[config.mk]
export PLATFORM = sky130hd
export DESIGN_NAME = rect_copy_engine
export DESIGN_NICKNAME = d
export VERILOG_FILES = /design/src/rtl/rect_copy_pkg.sv /design/src/rtl/rect_copy_setup.sv /design/src/rtl/rect_copy_walker.sv /design/src/rtl/rect_copy_engine.sv
export SDC_FILE = /design/constraint.sdc
export NUM_CORES = 2
export LEC_CHECK = 0
export BUFFER_PORTS_ARGS = -buffer_cell sky130_fd_sc_hd__buf_2
export CAP_MARGIN = 20
export CORE_MARGIN = 5
export CORE_UTILIZATION = 60
export CTS_CLUSTER_SIZE = 24
export DETAILED_ROUTE_END_ITERATION = 12
export GPL_TIMING_DRIVEN = 0
export PLACE_DENSITY = 0.81
export SLEW_MARGIN = 20
export SYNTH_ARGS = -nofsm -noshare
export SYNTH_HDL_FRONTEND = slang
export SYNTH_SLANG_ARGS = --single-unit
[constraint.sdc]
create_clock -name clk -period 15.2 [get_ports clk]
set_clock_uncertainty 0.15 [all_clocks]
set_input_delay 1.52 -clock clk [delete_from_list [all_inputs] [get_ports clk]]
set_output_delay 1.52 -clock clk [all_outputs]
set_load 0.1 [all_outputs]
[src/rtl/rect_copy_pkg.sv]
package rect_copy_pkg;

  typedef enum logic [1:0] {
    ERR_NONE  = 2'd0,
    ERR_FMT   = 2'd1,
    ERR_PITCH = 2'd2,
    ERR_RANGE = 2'd3
  } copy_err_e;

  typedef enum logic [2:0] {
    ST_IDLE,
    ST_CHECK,
    ST_READ,
    ST_WRITE,
    ST_FIN
  } walk_st_e;

  localparam int DISP_MASK_W = 27;

  // bytes per pixel for a format code, 0 when the code is not supported
  function automatic logic [2:0] fmt_bytes(input logic [3:0] code);
    case (code)
      4'd2:       return 3'd1;
      4'd3, 4'd4: return 3'd2;
      4'd5:       return 3'd3;
      4'd6:       return 3'd4;
      default:    return 3'd0;
    endcase
  endfunction

endpackage

[src/rtl/rect_copy_setup.sv]
module rect_copy_setup
  import rect_copy_pkg::*;
#(
  parameter int CW        = 16,
  parameter int PW        = 16,
  parameter int OW        = 32,
  parameter int XW        = 48,
  parameter int MEM_BYTES = 4096,
  parameter int MAX_EDGE  = 16'h3FFF
) (
  input  logic [3:0]    fmt,
  input  logic          own_geom,
  input  logic          alt_dev,
  input  logic          x_ltr,
  input  logic          y_ttb,
  input  logic [CW-1:0] src_x,
  input  logic [CW-1:0] src_y,
  input  logic [CW-1:0] dst_x,
  input  logic [CW-1:0] dst_y,
  input  logic [CW-1:0] width,
  input  logic [CW-1:0] height,
  input  logic [PW-1:0] src_pitch,
  input  logic [PW-1:0] dst_pitch,
  input  logic [PW-1:0] def_pitch,
  input  logic [OW-1:0] src_off,
  input  logic [OW-1:0] dst_off,
  input  logic [OW-1:0] def_off,
  input  logic [31:0]   disp_base,
  output logic [2:0]    pix_bytes,
  output logic [XW-1:0] src_base,
  output logic [XW-1:0] dst_base,
  output logic [XW-1:0] src_pitch_e,
  output logic [XW-1:0] dst_pitch_e,
  output logic [CW-1:0] src_left,
  output logic [CW-1:0] src_top,
  output logic [CW-1:0] dst_left,
  output logic [CW-1:0] dst_top,
  output copy_err_e     err
);

  localparam logic [CW-1:0] EDGE_LIM = CW'(MAX_EDGE);
  localparam logic [XW-1:0] MEM_END  = XW'(MEM_BYTES);

  function automatic logic [CW-1:0] lead_edge(input logic [CW-1:0] pos,
                                              input logic [CW-1:0] len,
                                              input logic          fwd);
    return fwd ? pos : pos + CW'(1) - len;
  endfunction

  function automatic logic off_limits(input logic [XW-1:0] base,
                                      input logic [CW-1:0] left,
                                      input logic [CW-1:0] top,
                                      input logic [CW-1:0] rows,
                                      input logic [XW-1:0] pitch);
    logic [XW-1:0] reach;
    reach = base + XW'(left) + (XW'(top) + XW'(rows)) * pitch;
    return (left > EDGE_LIM) || (top > EDGE_LIM) ||
           (base >= MEM_END) || (reach >= MEM_END);
  endfunction

  logic [PW-1:0] sp_raw, dp_raw;
  logic [OW-1:0] so_raw, do_raw;
  logic [XW-1:0] disp_add, bits_x;

  assign sp_raw   = own_geom ? src_pitch : def_pitch;
  assign dp_raw   = own_geom ? dst_pitch : def_pitch;
  assign so_raw   = own_geom ? src_off   : def_off;
  assign do_raw   = own_geom ? dst_off   : def_off;
  assign disp_add = alt_dev ? XW'(disp_base[DISP_MASK_W-1:0]) : '0;

  assign pix_bytes = fmt_bytes(fmt);
  assign bits_x    = XW'({pix_bytes, 3'b000});

  assign src_base    = XW'(so_raw) + disp_add;
  assign dst_base    = XW'(do_raw) + disp_add;
  assign src_pitch_e = alt_dev ? XW'(sp_raw) * bits_x : XW'(sp_raw);
  assign dst_pitch_e = alt_dev ? XW'(dp_raw) * bits_x : XW'(dp_raw);

  assign src_left = lead_edge(src_x, width,  x_ltr);
  assign dst_left = lead_edge(dst_x, width,  x_ltr);
  assign src_top  = lead_edge(src_y, height, y_ttb);
  assign dst_top  = lead_edge(dst_y, height, y_ttb);

  always_comb begin
    if (pix_bytes == 3'd0)
      err = ERR_FMT;
    else if (dp_raw == '0)
      err = ERR_PITCH;
    else if (off_limits(dst_base, dst_left, dst_top, height, dst_pitch_e))
      err = ERR_RANGE;
    else if (sp_raw == '0)
      err = ERR_PITCH;
    else if (off_limits(src_base, src_left, src_top, height, src_pitch_e))
      err = ERR_RANGE;
    else
      err = ERR_NONE;
  end

endmodule

[src/rtl/rect_copy_walker.sv]
module rect_copy_walker
  import rect_copy_pkg::*;
#(
  parameter int CW = 16,
  parameter int AW = 12,
  parameter int XW = 48
) (
  input  logic          clk,
  input  logic          rst,
  input  logic          go,
  input  copy_err_e     chk_err,
  input  logic [2:0]    pix_bytes,
  input  logic [XW-1:0] src_base,
  input  logic [XW-1:0] dst_base,
  input  logic [XW-1:0] src_pitch,
  input  logic [XW-1:0] dst_pitch,
  input  logic [CW-1:0] src_left,
  input  logic [CW-1:0] src_top,
  input  logic [CW-1:0] dst_left,
  input  logic [CW-1:0] dst_top,
  input  logic [CW-1:0] width,
  input  logic [CW-1:0] height,
  input  logic          x_ltr,
  input  logic          y_ttb,
  output logic          busy,
  output logic          done,
  output logic [1:0]    err_code,
  output logic          wb_valid,
  output logic [CW-1:0] dst_x_next,
  output logic [CW-1:0] dst_y_next,
  output logic [AW-1:0] mem_addr,
  output logic          mem_re,
  output logic          mem_we,
  output logic [3:0]    mem_be,
  output logic [31:0]   mem_wdata,
  input  logic [31:0]   mem_rdata
);

  walk_st_e      st;
  copy_err_e     err_q;
  logic [CW-1:0] xi, yi;
  logic [CW-1:0] x_first, y_first, x_final, y_final;
  logic          last_x, last_y;
  logic [XW-1:0] src_byte, dst_byte;

  assign x_first = x_ltr ? '0 : width - CW'(1);
  assign y_first = y_ttb ? '0 : height - CW'(1);
  assign x_final = x_ltr ? width - CW'(1) : '0;
  assign y_final = y_ttb ? height - CW'(1) : '0;
  assign last_x  = (xi == x_final);
  assign last_y  = (yi == y_final);

  assign src_byte = src_base + (XW'(src_top) + XW'(yi)) * src_pitch
                  + (XW'(src_left) + XW'(xi)) * XW'(pix_bytes);
  assign dst_byte = dst_base + (XW'(dst_top) + XW'(yi)) * dst_pitch
                  + (XW'(dst_left) + XW'(xi)) * XW'(pix_bytes);

  assign busy      = (st != ST_IDLE);
  assign mem_re    = (st == ST_READ);
  assign mem_we    = (st == ST_WRITE);
  assign mem_addr  = (st == ST_READ) ? AW'(src_byte) : AW'(dst_byte);
  assign mem_wdata = mem_rdata;

  always_comb begin
    case (pix_bytes)
      3'd1:    mem_be = 4'b0001;
      3'd2:    mem_be = 4'b0011;
      3'd3:    mem_be = 4'b0111;
      default: mem_be = 4'b1111;
    endcase
  end

  always_ff @(posedge clk) begin
    if (rst) begin
      st         <= ST_IDLE;
      err_q      <= ERR_NONE;
      xi         <= '0;
      yi         <= '0;
      done       <= 1'b0;
      wb_valid   <= 1'b0;
      err_code   <= 2'd0;
      dst_x_next <= '0;
      dst_y_next <= '0;
    end else begin
      done     <= 1'b0;
      wb_valid <= 1'b0;
      case (st)
        ST_IDLE: if (go) st <= ST_CHECK;
        ST_CHECK: begin
          if (chk_err != ERR_NONE) begin
            err_q <= chk_err;
            st    <= ST_FIN;
          end else begin
            err_q <= ERR_NONE;
            xi    <= x_first;
            yi    <= y_first;
            st    <= (width == '0 || height == '0) ? ST_FIN : ST_READ;
          end
        end
        ST_READ: st <= ST_WRITE;
        ST_WRITE: begin
          if (last_x) begin
            xi <= x_first;
            if (last_y) begin
              st <= ST_FIN;
            end else begin
              yi <= y_ttb ? yi + CW'(1) : yi - CW'(1);
              st <= ST_READ;
            end
          end else begin
            xi <= x_ltr ? xi + CW'(1) : xi - CW'(1);
            st <= ST_READ;
          end
        end
        ST_FIN: begin
          done     <= 1'b1;
          err_code <= err_q;
          if (err_q == ERR_NONE) begin
            wb_valid   <= 1'b1;
            dst_x_next <= x_ltr ? dst_left + width  : dst_left;
            dst_y_next <= y_ttb ? dst_top  + height : dst_top;
          end
          st <= ST_IDLE;
        end
        default: st <= ST_IDLE;
      endcase
    end
  end


  wr_after_rd_chk: assert property (@(posedge clk) disable iff (rst)
    mem_we |-> $past(mem_re));


  err_no_access_chk: assert property (@(posedge clk) disable iff (rst)
    (mem_re || mem_we) |-> (chk_err == ERR_NONE));


  done_idle_chk: assert property (@(posedge clk) disable iff (rst)
    done |-> !busy);


  done_pulse_chk: assert property (@(posedge clk) disable iff (rst)
    done |=> !done);

endmodule

[src/rtl/rect_copy_engine.sv]
module rect_copy_engine
  import rect_copy_pkg::*;
#(
  parameter int CW        = 16,
  parameter int PW        = 16,
  parameter int OW        = 32,
  parameter int AW        = 12,
  parameter int MEM_BYTES = 4096,
  parameter int MAX_EDGE  = 16'h3FFF
) (
  input  logic          clk,
  input  logic          rst,
  input  logic          start,
  input  logic [CW-1:0] cfg_src_x,
  input  logic [CW-1:0] cfg_src_y,
  input  logic [CW-1:0] cfg_dst_x,
  input  logic [CW-1:0] cfg_dst_y,
  input  logic [CW-1:0] cfg_width,
  input  logic [CW-1:0] cfg_height,
  input  logic [PW-1:0] cfg_src_pitch,
  input  logic [PW-1:0] cfg_dst_pitch,
  input  logic [PW-1:0] cfg_def_pitch,
  input  logic [OW-1:0] cfg_src_off,
  input  logic [OW-1:0] cfg_dst_off,
  input  logic [OW-1:0] cfg_def_off,
  input  logic          cfg_x_ltr,
  input  logic          cfg_y_ttb,
  input  logic [7:0]    cfg_fmt,
  input  logic          cfg_own_geom,
  input  logic          cfg_alt_dev,
  input  logic [31:0]   cfg_disp_base,
  output logic          busy,
  output logic          done,
  output logic [1:0]    err_code,
  output logic          wb_valid,
  output logic [CW-1:0] dst_x_next,
  output logic [CW-1:0] dst_y_next,
  output logic [AW-1:0] mem_addr,
  output logic          mem_re,
  output logic          mem_we,
  output logic [3:0]    mem_be,
  output logic [31:0]   mem_wdata,
  input  logic [31:0]   mem_rdata
);

  localparam int XW = CW + PW + 16;

  logic          load;
  logic [CW-1:0] sx_q, sy_q, dx_q, dy_q, w_q, h_q;
  logic [PW-1:0] sp_q, dp_q, defp_q;
  logic [OW-1:0] so_q, do_q, defo_q;
  logic          ltr_q, ttb_q, own_q, alt_q;
  logic [3:0]    fmt_q;
  logic [31:0]   disp_q;

  assign load = start && !busy;

  always_ff @(posedge clk) begin
    if (rst) begin
      {sx_q, sy_q, dx_q, dy_q, w_q, h_q} <= '0;
      {sp_q, dp_q, defp_q}               <= '0;
      {so_q, do_q, defo_q}               <= '0;
      {ltr_q, ttb_q, own_q, alt_q}       <= '0;
      fmt_q                              <= '0;
      disp_q                             <= '0;
    end else if (load) begin
      sx_q   <= cfg_src_x;     sy_q   <= cfg_src_y;
      dx_q   <= cfg_dst_x;     dy_q   <= cfg_dst_y;
      w_q    <= cfg_width;     h_q    <= cfg_height;
      sp_q   <= cfg_src_pitch; dp_q   <= cfg_dst_pitch;
      defp_q <= cfg_def_pitch;
      so_q   <= cfg_src_off;   do_q   <= cfg_dst_off;
      defo_q <= cfg_def_off;
      ltr_q  <= cfg_x_ltr;     ttb_q  <= cfg_y_ttb;
      own_q  <= cfg_own_geom;  alt_q  <= cfg_alt_dev;
      fmt_q  <= cfg_fmt[3:0];
      disp_q <= cfg_disp_base;
    end
  end

  copy_err_e     chk_err;
  logic [2:0]    pix_bytes;
  logic [XW-1:0] src_base, dst_base, src_pitch_e, dst_pitch_e;
  logic [CW-1:0] src_left, src_top, dst_left, dst_top;

  rect_copy_setup #(
    .CW(CW), .PW(PW), .OW(OW), .XW(XW),
    .MEM_BYTES(MEM_BYTES), .MAX_EDGE(MAX_EDGE)
  ) u_setup (
    .fmt(fmt_q), .own_geom(own_q), .alt_dev(alt_q),
    .x_ltr(ltr_q), .y_ttb(ttb_q),
    .src_x(sx_q), .src_y(sy_q), .dst_x(dx_q), .dst_y(dy_q),
    .width(w_q), .height(h_q),
    .src_pitch(sp_q), .dst_pitch(dp_q), .def_pitch(defp_q),
    .src_off(so_q), .dst_off(do_q), .def_off(defo_q),
    .disp_base(disp_q),
    .pix_bytes(pix_bytes),
    .src_base(src_base), .dst_base(dst_base),
    .src_pitch_e(src_pitch_e), .dst_pitch_e(dst_pitch_e),
    .src_left(src_left), .src_top(src_top),
    .dst_left(dst_left), .dst_top(dst_top),
    .err(chk_err)
  );

  rect_copy_walker #(.CW(CW), .AW(AW), .XW(XW)) u_walk (
    .clk(clk), .rst(rst), .go(load),
    .chk_err(chk_err), .pix_bytes(pix_bytes),
    .src_base(src_base), .dst_base(dst_base),
    .src_pitch(src_pitch_e), .dst_pitch(dst_pitch_e),
    .src_left(src_left), .src_top(src_top),
    .dst_left(dst_left), .dst_top(dst_top),
    .width(w_q), .height(h_q), .x_ltr(ltr_q), .y_ttb(ttb_q),
    .busy(busy), .done(done), .err_code(err_code), .wb_valid(wb_valid),
    .dst_x_next(dst_x_next), .dst_y_next(dst_y_next),
    .mem_addr(mem_addr), .mem_re(mem_re), .mem_we(mem_we),
    .mem_be(mem_be), .mem_wdata(mem_wdata), .mem_rdata(mem_rdata)
  );


  cfg_hold_chk: assert property (@(posedge clk) disable iff (rst)
    busy |=> ($stable(w_q) && $stable(h_q) && $stable(dx_q) && $stable(so_q)));

endmodule

==> results.sh <==
export IMPL_synthMuxAreaShare_pct=1.05
export IMPL_synthTopCellsByArea="fa_1, ha_1, dfxtp_1, nand2_1, inv_1"
export IMPL_power_frac_comb_pct=87.3
export IMPL_nets=10700
export IMPL_ys_seq_area_share_pct=10.7
export IMPL_cts_made_buffers=40
export IMPL_startpoint_type="flop"
export IMPL_hold_worst_slack_ns=0.301
export IMPL_place_congestion=1.08
export IMPL_htree_levels=2
export IMPL_cts_sinks=348
export IMPL_slowest_stage="a2111oi_1"
export IMPL_root_buffer="clkbuf_16"
export IMPL_die_width_um=340
export IMPL_multiInputGateArea_um2=52200
export IMPL_cp_required_ns=13.53
export IMPL_dp_cells=10200
export IMPL_async_flop_share_pct=0
export IMPL_reg2reg_to="u_walk.yi[0]$_SDFFE_PP0P_"
export IMPL_nFillCells=9599
export IMPL_ys_seq_elements=348
export IMPL_ctsLongestPathBuffers=3
export IMPL_area_growth_pct=8.81
export IMPL_regToRegSetupSlack_ns=0.31
export IMPL_io_pins=406
export IMPL_avgSynthCellArea_um2=7.79
export IMPL_numPortBuffers=362
export IMPL_swShare_pct=59.9
export IMPL_final_util_pct=65.5
export IMPL_grt_pass1_wl_um=373000
export IMPL_vdd_drop_max_v=0.000336
export IMPL_stdcell_count=10200
export IMPL_viasPerCell=6.07
export IMPL_p_int_mw=6.65
export IMPL_track_usage_pct=42.5
export IMPL_final_layout_size_suffix_gt1_share_pct=7.67
export IMPL_fin_crit_sh_pct=98.1
export IMPL_grt_overflow=0
export IMPL_regArea_um2=6970
export IMPL_grt_setup_unrepaired="no"
export IMPL_synth_adder_area_share_pct=40.3
export IMPL_synth_edff_count=0
export IMPL_synth_top_family_by_area="adder cells"
export IMPL_dp_hpwl_um=214000
export IMPL_insertion_delay_ns=0.63
export IMPL_final_cell_mix="nand2_1, inv_1, fa_1"
export IMPL_cts_tree="built"
export IMPL_drtPass1Iterations=8
export IMPL_hp_start="disp_q[9]$_SDFFE_PP0P_"
export IMPL_ant_nets=0
export IMPL_worst_pin_slew_ns=1.27
export IMPL_syn_area_um2=65300
export IMPL_cts_hold_buffers=0
export IMPL_synth_area_leader_cell="fa_1"
export IMPL_syn_instance_count=8377
export IMPL_fin_crit_ns=14.92
export IMPL_reg2reg_from="ttb_q$_SDFFE_PP0P_"
export IMPL_setup_viol=0
export IMPL_synth_cell_type_count=97
export IMPL_power_density_nw_per_um2=233
export IMPL_grt_use_met1_pct=51.7
export IMPL_clk_pin_slew_worst_paths_ns=0.07
export IMPL_place_ws_ns=-2.68
export IMPL_yosys_area_share_xor_xnor_pct=5.17
export IMPL_synth_top_area_share_pct=27.3
export IMPL_p_clk_share_pct=6.5
export IMPL_slowest_delay_ns=0.70
export IMPL_core_um2=108000
export IMPL_p_seq_share_pct=6.2
export IMPL_yosys_area_share_simple_pct=19.2
export IMPL_initial_core_util_pct=60.2
export IMPL_r2r_worst_path_cells=46
export IMPL_min_delay_path_depth=2
export IMPL_grt_pass1_vias=62400
export IMPL_timing_fmax_mhz=67.0
export IMPL_hp_class="flop to flop"
export IMPL_grt_max_degree=25
export IMPL_timing_max_cap_violations=0
export IMPL_setup_tns_ns=0
export IMPL_vias=62200
export IMPL_die_height_um=340
export IMPL_row_count=121
export IMPL_grt_use_met3_pct=15.2
export IMPL_antenna_found_initial=16
export IMPL_finalHoldViolCount=0
export IMPL_synth_ff_type="dfxtp_1"
export IMPL_critPathMaxFanout=10
export IMPL_routedWlPerCell_um=24.4
export IMPL_ys_warn_count=0
export IMPL_crit_arrival_ns=13.25
export IMPL_worst_slack_ns=0.284
export IMPL_maxSlewViolCount=0
export IMPL_use_met2_pct=64.3
export IMPL_layout_commonest_cell="nand2_1"
export IMPL_synth_compound_area_share_pct=13.6
export IMPL_drtIter0Drc=6566
export IMPL_p_switching_mw=9.94
export IMPL_path_class="flop to output port"
export IMPL_grt_busiest_layer="met2"
export IMPL_endpoint_kind="output port"
export IMPL_route_detailed_drc=0
export IMPL_leakagePower_nw=35.4
export IMPL_slew_headroom_pct=14.5
export IMPL_worstHoldEndpoint="disp_q[9]$_SDFFE_PP0P_"
export IMPL_synthesis_nets=10300
export IMPL_outcome="finished, final reports clean"
export IMPL_die_area_um2=116000
export IMPL_wl_um=250000
[registers in the layout, summed over array words and instances (netlist names), 16 cells and up]
signal,flops
so_q,32
dp_q,16
do_q,32
u_walk.xi,16
defp_q,16
defo_q,32
u_walk.dst_x_next,16
dy_q,16
w_q,16
dx_q,16
sx_q,16
sp_q,16
disp_q,27
h_q,16
u_walk.dst_y_next,16
sy_q,16
u_walk.yi,16
[per-layer routing]
| metal | routed length, um | vias up |
|---|---|---|
| li1 | - | 27700 |
| met4 | 20900 | 18 |
| met2 | 105000 | 3777 |
| met5 | 119 | - |
| met1 | 91200 | 29700 |
| met3 | 33100 | 980 |
[layout make-up]
cell class	instances	area share, %
plain buffers	378	2.28
clock inverters	26	0.518
flip-flops and latches	348	9.81
clock buffers	47	1.50
multi-input cells	6319	73.5
diodes	3	0.0106
repair buffers	387	2.92
inverters	1327	7.01
well taps	1414	2.49
[critical path: cells and delay by family (launching register included)]
family | cells | cell delay (ns)
AO/OA/AOI/OAI | 5 | 1.80
XOR/XNOR | 12 | 3.79
adder cells (fa/ha/maj) | 7 | 3.39
buffers and inverters | 9 | 2.81
flip-flops | 1 | 0.31
AND/OR/NAND/NOR | 3 | 0.46
[worst max path at each step]
stage | startpoint | end | slack [ns] | cells after the start
4_1_cts | fmt_q[2]$_SDFFE_PP0P_ | u_walk.yi[12]$_SDFFE_PP0P_ | 0.05 | 48
6_report | ltr_q$_SDFFE_PP0P_ | mem_addr[11] | 0.28 | 36
2_1_floorplan | own_q$_SDFFE_PP0P_ | mem_addr[11] | 1.68 | 42
5_1_grt | h_q[0]$_SDFFE_PP0P_ | u_walk.st[1]$_SDFFE_PP0P_ | 0.003 | 47
3_5_place_dp | own_q$_SDFFE_PP0P_ | u_walk.xi[11]$_SDFFE_PP0P_ | -2.68 | 52
3_3_place_gp | own_q$_SDFFE_PP0P_ | u_walk.xi[12]$_SDFFE_PP0P_ | -3.50 | 46
[logic make-up (layout without fill, tap and decap cells)]
family,after synthesis,count (layout)
other,1,4
xor gates and xnor gates,371,371
adders and majority gates,1567,1567
and+or+nand+nor,2876,2876
muxes,64,64
AOI/OAI and AO/OA,1440,1440
DFF,348,348
buffers and inverters,1710,2165
[stage by stage]
stage          instance area [um^2]  power (mW)
2_1_floorplan                 65300        11.0
3_3_place_gp                  68900        14.9
3_5_place_dp                  69200        15.0
4_1_cts                       70800        16.2
5_1_grt                       71000        18.0
6_report                      71000        16.6
[cells in the mapped netlist (all sizes together) (57+ instances only)]
cell type and instances:
a211oi 63, a21o 107, a21oi 629, and2 142
and3 57, buf 73, clkbuf 310, dfxtp 348
fa 889, ha 678, inv 1323, nand2 1665
nand2b 80, nand3 67, nor2 492, nor3 124
o21ai 237, xnor2 236, xor2 126
[power by group through the flow]
stage | sequential (mW) | clock (mW) | combinational (mW)
floorplan | 1.04 | 0 | 9.94
global placement | 1.04 | 0 | 13.9
detailed placement | 1.04 | 0 | 13.9
CTS | 1.02 | 1.08 | 14.1
global route | 1.02 | 1.12 | 15.9
finish | 1.02 | 1.08 | 14.5
[what timing repair did]
| action | 4_1_cts | 5_1_grt |
|---|---|---|
| endpoints found under the hold margin | 0 | 0 |
| cloned | 0 | 0 |
| setup endpoints to repair | 37 | 37 |
| gates resized for setup | 37 | 33 |
| pin swaps | 3 | 2 |
| setup buffers | 5 | 6 |
Note: power is estimated with default switching activity, not from simulation.
